===== src/rtl/cntirq_pkg.sv =====
package cntirq_pkg;

    typedef enum logic [2:0] {
        A_STATUS = 3'd0,
        A_CMD    = 3'd1,
        A_ENABLE = 3'd2,
        A_CABLE  = 3'd3,
        A_LEVEL  = 3'd4
    } reg_addr_e;

    localparam logic [7:0] CMD_STOP = 8'h01;
    localparam logic [7:0] CMD_ARM  = 8'h04;

endpackage


===== src/rtl/cntirq_edge.sv =====
module cntirq_edge #(
    parameter int N_CH = 8
) (
    input  logic            clk,
    input  logic            rst_n,
    input  logic [N_CH-1:0] trig_i,
    output logic [N_CH-1:0] rise_o
);
    typedef struct packed {
        logic [N_CH-1:0] prev;
    } st_t;

    st_t st_d, st_q;

    always_comb begin
        st_d      = st_q;
        st_d.prev = trig_i;
    end

    for (genvar k = 0; k < N_CH; k++) begin : g_rise
        assign rise_o[k] = trig_i[k] & ~st_q.prev[k];
    end

    always_ff @(posedge clk or negedge rst_n) begin
        if (!rst_n) st_q <= '0;
        else        st_q <= st_d;
    end
endmodule


===== src/rtl/cntirq_pend.sv =====
module cntirq_pend #(
    parameter int N_CH = 8
) (
    input  logic            clk,
    input  logic            rst_n,
    input  logic [N_CH-1:0] rise_i,
    input  logic [N_CH-1:0] en_i,
    input  logic            clr_i,
    output logic [N_CH-1:0] pend_o
);
    typedef struct packed {
        logic [N_CH-1:0] pend;
    } st_t;

    st_t st_d, st_q;

    // Per channel: a clear drops the flag, but a qualified edge in the same
    // cycle sets it again, so the edge takes priority.
    for (genvar k = 0; k < N_CH; k++) begin : g_ch
        logic set_k;
        assign set_k = rise_i[k] & en_i[k];
        always_comb begin
            st_d.pend[k] = (st_q.pend[k] & ~clr_i) | set_k;
        end
    end

    assign pend_o = st_q.pend;

    always_ff @(posedge clk or negedge rst_n) begin
        if (!rst_n) st_q <= '0;
        else        st_q <= st_d;
    end
endmodule


===== src/rtl/cntirq_ctrl.sv =====
module cntirq_ctrl
    import cntirq_pkg::*;
#(
    parameter int N_CH = 8,
    parameter int DW   = 8,
    parameter int AW   = 3
) (
    input  logic            clk,
    input  logic            rst_n,
    input  logic            wr_en_i,
    input  logic [AW-1:0]   addr_i,
    input  logic [DW-1:0]   wr_data_i,
    output logic [N_CH-1:0] en_o,
    output logic [N_CH-1:0] mon_o,
    output logic            run_o,
    output logic            rst_pulse_o,
    output logic            clr_o
);
    typedef struct packed {
        logic [N_CH-1:0] en;
        logic [N_CH-1:0] mon;
        logic            run;
        logic            rst_p;
    } st_t;

    st_t  st_d, st_q;
    logic cmd_wr;

    assign cmd_wr = wr_en_i && (addr_i == AW'(A_CMD));
    assign clr_o  = cmd_wr && (wr_data_i == DW'(CMD_ARM));

    always_comb begin
        st_d       = st_q;
        st_d.rst_p = 1'b0;
        if (wr_en_i) begin
            case (addr_i)
                AW'(A_ENABLE): st_d.en  = wr_data_i[N_CH-1:0];
                AW'(A_CABLE):  st_d.mon = ~wr_data_i[N_CH-1:0];
                AW'(A_CMD): begin
                    if (wr_data_i == DW'(CMD_ARM)) begin
                        st_d.run = 1'b1;
                    end else if (wr_data_i == DW'(CMD_STOP)) begin
                        st_d.run   = 1'b0;
                        st_d.rst_p = 1'b1;
                    end
                end
                default: ;
            endcase
        end
    end

    assign en_o        = st_q.en;
    assign mon_o       = st_q.mon;
    assign run_o       = st_q.run;
    assign rst_pulse_o = st_q.rst_p;

    always_ff @(posedge clk or negedge rst_n) begin
        if (!rst_n) st_q <= '0;
        else        st_q <= st_d;
    end
endmodule


===== src/rtl/cntirq_hub.sv =====
module cntirq_hub
    import cntirq_pkg::*;
#(
    parameter int N_CH = 8,
    parameter int DW   = 8,
    parameter int AW   = 3
) (
    input  logic            clk,
    input  logic            rst_n,
    input  logic            wr_en_i,
    input  logic [AW-1:0]   addr_i,
    input  logic [DW-1:0]   wr_data_i,
    output logic [DW-1:0]   rd_data_o,
    input  logic [N_CH-1:0] trig_i,
    input  logic [N_CH-1:0] index_lvl_i,
    input  logic [N_CH-1:0] cable_ok_i,
    output logic            irq_o,
    output logic            cnt_run_o,
    output logic            cnt_rst_o
);
    logic [N_CH-1:0] rise_vec;
    logic [N_CH-1:0] en_vec;
    logic [N_CH-1:0] mon_vec;
    logic [N_CH-1:0] pend_vec;
    logic            clr_req;
    logic            run_st;
    logic [N_CH-1:0] cable_view;

    cntirq_edge #(.N_CH(N_CH)) u_edge (
        .clk    (clk),
        .rst_n  (rst_n),
        .trig_i (trig_i),
        .rise_o (rise_vec)
    );

    cntirq_ctrl #(.N_CH(N_CH), .DW(DW), .AW(AW)) u_ctrl (
        .clk         (clk),
        .rst_n       (rst_n),
        .wr_en_i     (wr_en_i),
        .addr_i      (addr_i),
        .wr_data_i   (wr_data_i),
        .en_o        (en_vec),
        .mon_o       (mon_vec),
        .run_o       (run_st),
        .rst_pulse_o (cnt_rst_o),
        .clr_o       (clr_req)
    );

    cntirq_pend #(.N_CH(N_CH)) u_pend (
        .clk    (clk),
        .rst_n  (rst_n),
        .rise_i (rise_vec),
        .en_i   (en_vec),
        .clr_i  (clr_req),
        .pend_o (pend_vec)
    );

    // Active-low fault view: 0 only for a monitored channel with a bad cable.
    assign cable_view = ~(mon_vec & ~cable_ok_i);

    always_comb begin
        rd_data_o = '0;
        case (addr_i)
            AW'(A_STATUS): rd_data_o[N_CH-1:0] = pend_vec;
            AW'(A_ENABLE): rd_data_o[N_CH-1:0] = en_vec;
            AW'(A_CABLE):  rd_data_o[N_CH-1:0] = cable_view;
            AW'(A_LEVEL):  rd_data_o[N_CH-1:0] = index_lvl_i;
            default:       rd_data_o = '0;
        endcase
    end

    assign cnt_run_o = run_st;
    assign irq_o     = run_st & (|pend_vec);
endmodule


===== config.mk =====
export PLATFORM = sky130hd
export DESIGN_NAME = cntirq_hub
export DESIGN_NICKNAME = d
export VERILOG_FILES = /design/src/rtl/cntirq_pkg.sv /design/src/rtl/cntirq_edge.sv /design/src/rtl/cntirq_pend.sv /design/src/rtl/cntirq_ctrl.sv /design/src/rtl/cntirq_hub.sv
export SDC_FILE = /design/constraint.sdc
export NUM_CORES = 1
export LEC_CHECK = 0
export BUFFER_PORTS_ARGS = -buffer_cell sky130_fd_sc_hd__buf_2
export CORE_ASPECT_RATIO = 1.25
export CORE_MARGIN = 2
export CORE_UTILIZATION = 45
export DETAILED_ROUTE_END_ITERATION = 8
export HOLD_SLACK_MARGIN = 0.15
export PLACE_DENSITY = 0.72
export SETUP_SLACK_MARGIN = 0.1
export SLEW_MARGIN = 20
export SYNTH_ARGS = -nofsm -noshare
export SYNTH_HDL_FRONTEND = slang
export SYNTH_SLANG_ARGS = --single-unit
export TNS_END_PERCENT = 50

===== constraint.sdc =====
create_clock -name clk -period 1.37 [get_ports clk]
set_clock_uncertainty 0.05 [all_clocks]
set_input_delay 0.137 -clock clk [delete_from_list [all_inputs] [get_ports clk]]
set_output_delay 0.137 -clock clk [all_outputs]
set_load 0.01 [all_outputs]

==> summary.txt <==
Finish
  • Filler cells: 276
  • Cell area after layout: 2240 µm²
  • Sequential cell area: 851 µm²
  • Antenna fix cells: 0
  • Synth-to-layout area growth: 40.8%
  • # nets final: 253
  • Layout cell share with drive strength beyond 1: 36.3%
  • Multi-input logic area: 716 µm²

Min path
  • Worst hold path class: in -> reg

Synthesis
  • Mux cell area share after synthesis: 10.7%
  • Sequential area share after synthesis: 53.5%
  • Post-synthesis area per instance: 11.4 µm²
  • Syn_nets: 178
  • YS warnings: 0
  • Post-Synth Adder-Cell Area: 0%
  • Main combinational cell family by area after synthesis: compound AO/OA/AOI/OAI gates
  • Synth Area in Compound Gates: 15.5%
  • Synth unique cells: 26
  • Flops & latches, synth: 34
  • Post-Syn Area: 1590 µm²
  • Post-Synth XOR/XNOR Area: 0%
  • Simple-gate share of the synthesized area: 15.4%
  • Mapped Cells: 140

Clock tree
  • CTS root buf: clkbuf_8
  • Clk buf depth: 2
  • Clock transition at path regs: 0.07 ns
  • H-tree depth: 2
  • CTS tree: built
  • Clk sinks: 34
  • Total CTS buffers: 5
  • Latest clock arrival within the worst-skew pair: 0.29 ns

STA
  • Final Max Tran Viols: 0
  • Unrepaired setup endpoints after global routing: yes
  • Worst-Margin Slew: 0.386 ns
  • Fmax: 0.690 GHz
  • Final setup vio count: 9
  • Post-layout minimum cycle time: 1.45 ns
  • Fin crit share: 106%
  • Slew margin rel.: 74.3%
  • Final hold violations: 0
  • Post-route setup slack: -0.0787 ns

Placed design
  • Routability congestion estimate: 0.857
  • I/O Buffers: 48
  • DP Area: 1910 µm²
  • DP HPWL: 3.02 mm
  • Place WS: -0.00847 ns

Worst setup path
  • Worst-path cell chain: mux2i_1 > a2bb2oi_2 > o21ai_0 > buf_2
  • R2r setup slk: 0.27 ns
  • Bufs and invs on worst path: 1
  • Slowest stage cell on the critical path: dfrtp_1
  • Crit. End Element: primary output
  • Crit path kind: reg -> out
  • Largest delay contributor family on the critical path: flip-flops
  • Crit Path Max Fanout: 3
  • Worst EP arrival: 1.26 ns
  • Crit path required time: 1.18 ns
  • CP max stage delay: 0.40 ns
  • Startpoint Class: flop

Job
  • Maxcap violations: 0

Floorplanning
  • Core area: 3420 µm²
  • Die Height: 70.4 µm
  • Die X: 57.2 µm
  • Total I/O pin count: 49
  • FP Rows: 24
  • Die Area: 4030 µm²
  • Starting density of the core: 46.4%

Detailed routing
  • First-pass iteration count of the detailed router: 4
  • Wire per inst: 16.3 µm
  • DRC violations left: 0
  • Vias per std cell: 5.41
  • Post-route ant nets: 0
  • Via count: 1375
  • Final WL: 4.15 mm
  • Initial drt markers: 60

Run status
  • Status: complete, but fails checks
  • Failing checks: setup timing

GRT
  • Largest net degree at the start of global routing: 20
  • First-pass GRT wire length: 7.06 mm
  • Via count of the first global-routing pass: 1467
  • Initial antenna violation count: 0
  • Overall Global Routing Usage: 23.4%
  • Total congestion overflow: 0

Power and ir drop
  • P per Cell Area: 1050 nW/µm²
  • Leak pwr: 1.05 nW
  • VDD IR max: 0.000846 V
registers in the layout, indices dropped and copies added (netlist names):
| name | cells |
|---|---|
| u_ctrl.en_o | 8 |
| u_ctrl.mon_o | 8 |
| u_edge.st_q | 8 |
| u_ctrl.run_o | 1 |
| u_ctrl.rst_pulse_o | 1 |
| u_pend.pend_o | 8 |
area by class of cell:
| cell class | instances | share of cell area [%] |
|---|---|---|
| Sequential cell | 34 | 38.0 |
| Clock inverter | 2 | 0.447 |
| Multi-Input combinational cell | 88 | 32.0 |
| Clock buffer | 5 | 3.08 |
| Inverter | 10 | 1.68 |
| Timing Repair Buffer | 76 | 22.6 |
| Tap cell | 39 | 2.18 |
tightest hold or removal path, cell delays in order:
cell and delay (ns):
buf_2 0.11, nor4_4 0.05, nand3_1 0.09, nor3b_1 0.07
synthesized netlist by cell type:
cell type   n  share of area [%]
nand2b_1    8                3.1
buf_2       4                1.3
nor4_1      2               0.79
buf_4       1               0.47
mux2_1      8                5.7
a21oi_1     2               0.63
o21ai_0     6                1.9
a32o_1      8                5.0
a2bb2oi_1   8                4.4
and3b_1     1               0.55
nand2_1     8                1.9
inv_1      10                2.4
a31oi_1     1               0.39
nor2b_1     2               0.79
mux2i_1     8                5.0
dfrtp_1    34                 54
nand4_2     1               0.79
nand3_1     9                2.8
nor4_4      2                2.7
nand4b_1    1               0.55
clkbuf_1    2               0.47
nor3b_1     1               0.47
buf_1       1               0.24
and2_1      1               0.39
o21ai_1    10                3.1
or3b_1      1               0.55
stage by stage:
step                TNS (ns)  hold WS [ns]  instances  power (mW)  util, %
finish                -0.517         0.154        254        2.35     65.4
CTS                   -0.654         0.151        252        2.34     63.9
detailed placement   -0.0239        0.0312        227        1.60     55.8
global placement           0        0.0261        227        1.57     55.8
floorplan                  0        -0.209        140        1.40        -
global route           -1.20         0.168        254        2.47     65.4
where the power goes:
part | switching [mW] | total [mW] | internal [mW]
logic | 0.210 | 0.445 | 0.235
clock network | 0.346 | 0.686 | 0.340
registers | 0.0921 | 1.21 | 1.12
total | 0.648 | 2.35 | 1.70
worst paths after layout:
path,start,end,cells after the start
hold reg to reg,u_ctrl.mon_o[2]$_DFFE_PN0P_,u_ctrl.mon_o[2]$_DFFE_PN0P_,2
hold / removal,wr_data_i[7],u_ctrl.rst_pulse_o$_DFF_PN0_,4
max in group asynchronous,rst_n,u_ctrl.en_o[7]$_DFFE_PN0P_,3
min in group asynchronous,rst_n,u_ctrl.en_o[2]$_DFFE_PN0P_,2
setup / recovery,u_pend.pend_o[6]$_DFF_PN0_,rd_data_o[6],4
setup reg to reg,u_ctrl.run_o$_DFFE_PN0P_,u_ctrl.run_o$_DFFE_PN0P_,3
routing by layer:
| layer | track usage (%) | wire length [µm] | vias to the layer above |
|---|---|---|---|
| met1 | 28.7 | 1700 | 670 |
| met4 | 11.6 | 87 | 0 |
| met5 | 0 | 0 | - |
| met2 | 38.4 | 2190 | 40 |
| li1 | - | - | 657 |
| met3 | 5.19 | 179 | 8 |
cells in the final DEF, fill, tap and decap left out:
master,netlist,final
dfrtp_1,34,34
nand3_1,9,9
o21ai_1,10,15
buf_12,0,1
nand2b_1,8,8
dlygate4sd3_1,0,17
clkinv_2,0,2
mux2_1,8,8
clkbuf_8,0,5
o21ai_0,6,1
and2_1,1,1
mux2i_2,0,1
and3b_1,1,1
nand4b_1,1,1
or3b_1,1,1
nand2_1,8,8
inv_1,10,10
a32o_1,8,8
mux2i_1,8,7
a31oi_1,1,1
a21oi_1,2,2
nand4_2,1,1
buf_2,4,48
nor4_4,2,2
buf_4,1,10
a2bb2oi_2,0,8
nor3b_1,1,1
nor2b_1,2,2
nor4_1,2,2
logic make-up after synthesis:
kind of cell | count (synthesis)
AND/OR/NAND/NOR | 37
flip-flops | 34
buffers and inverters | 18
multiplexers | 16
AO/OA/AOI/OAI | 35
timing repair:
action	CTS	global route
hold buffers	17	0
gates resized for setup	5	9
setup endpoints to repair	9	9
pin swaps	0	1
setup buffers	1	2
endpoints found under the hold margin	67	0
No activity file was read; power rests on OpenSTA's default activity.
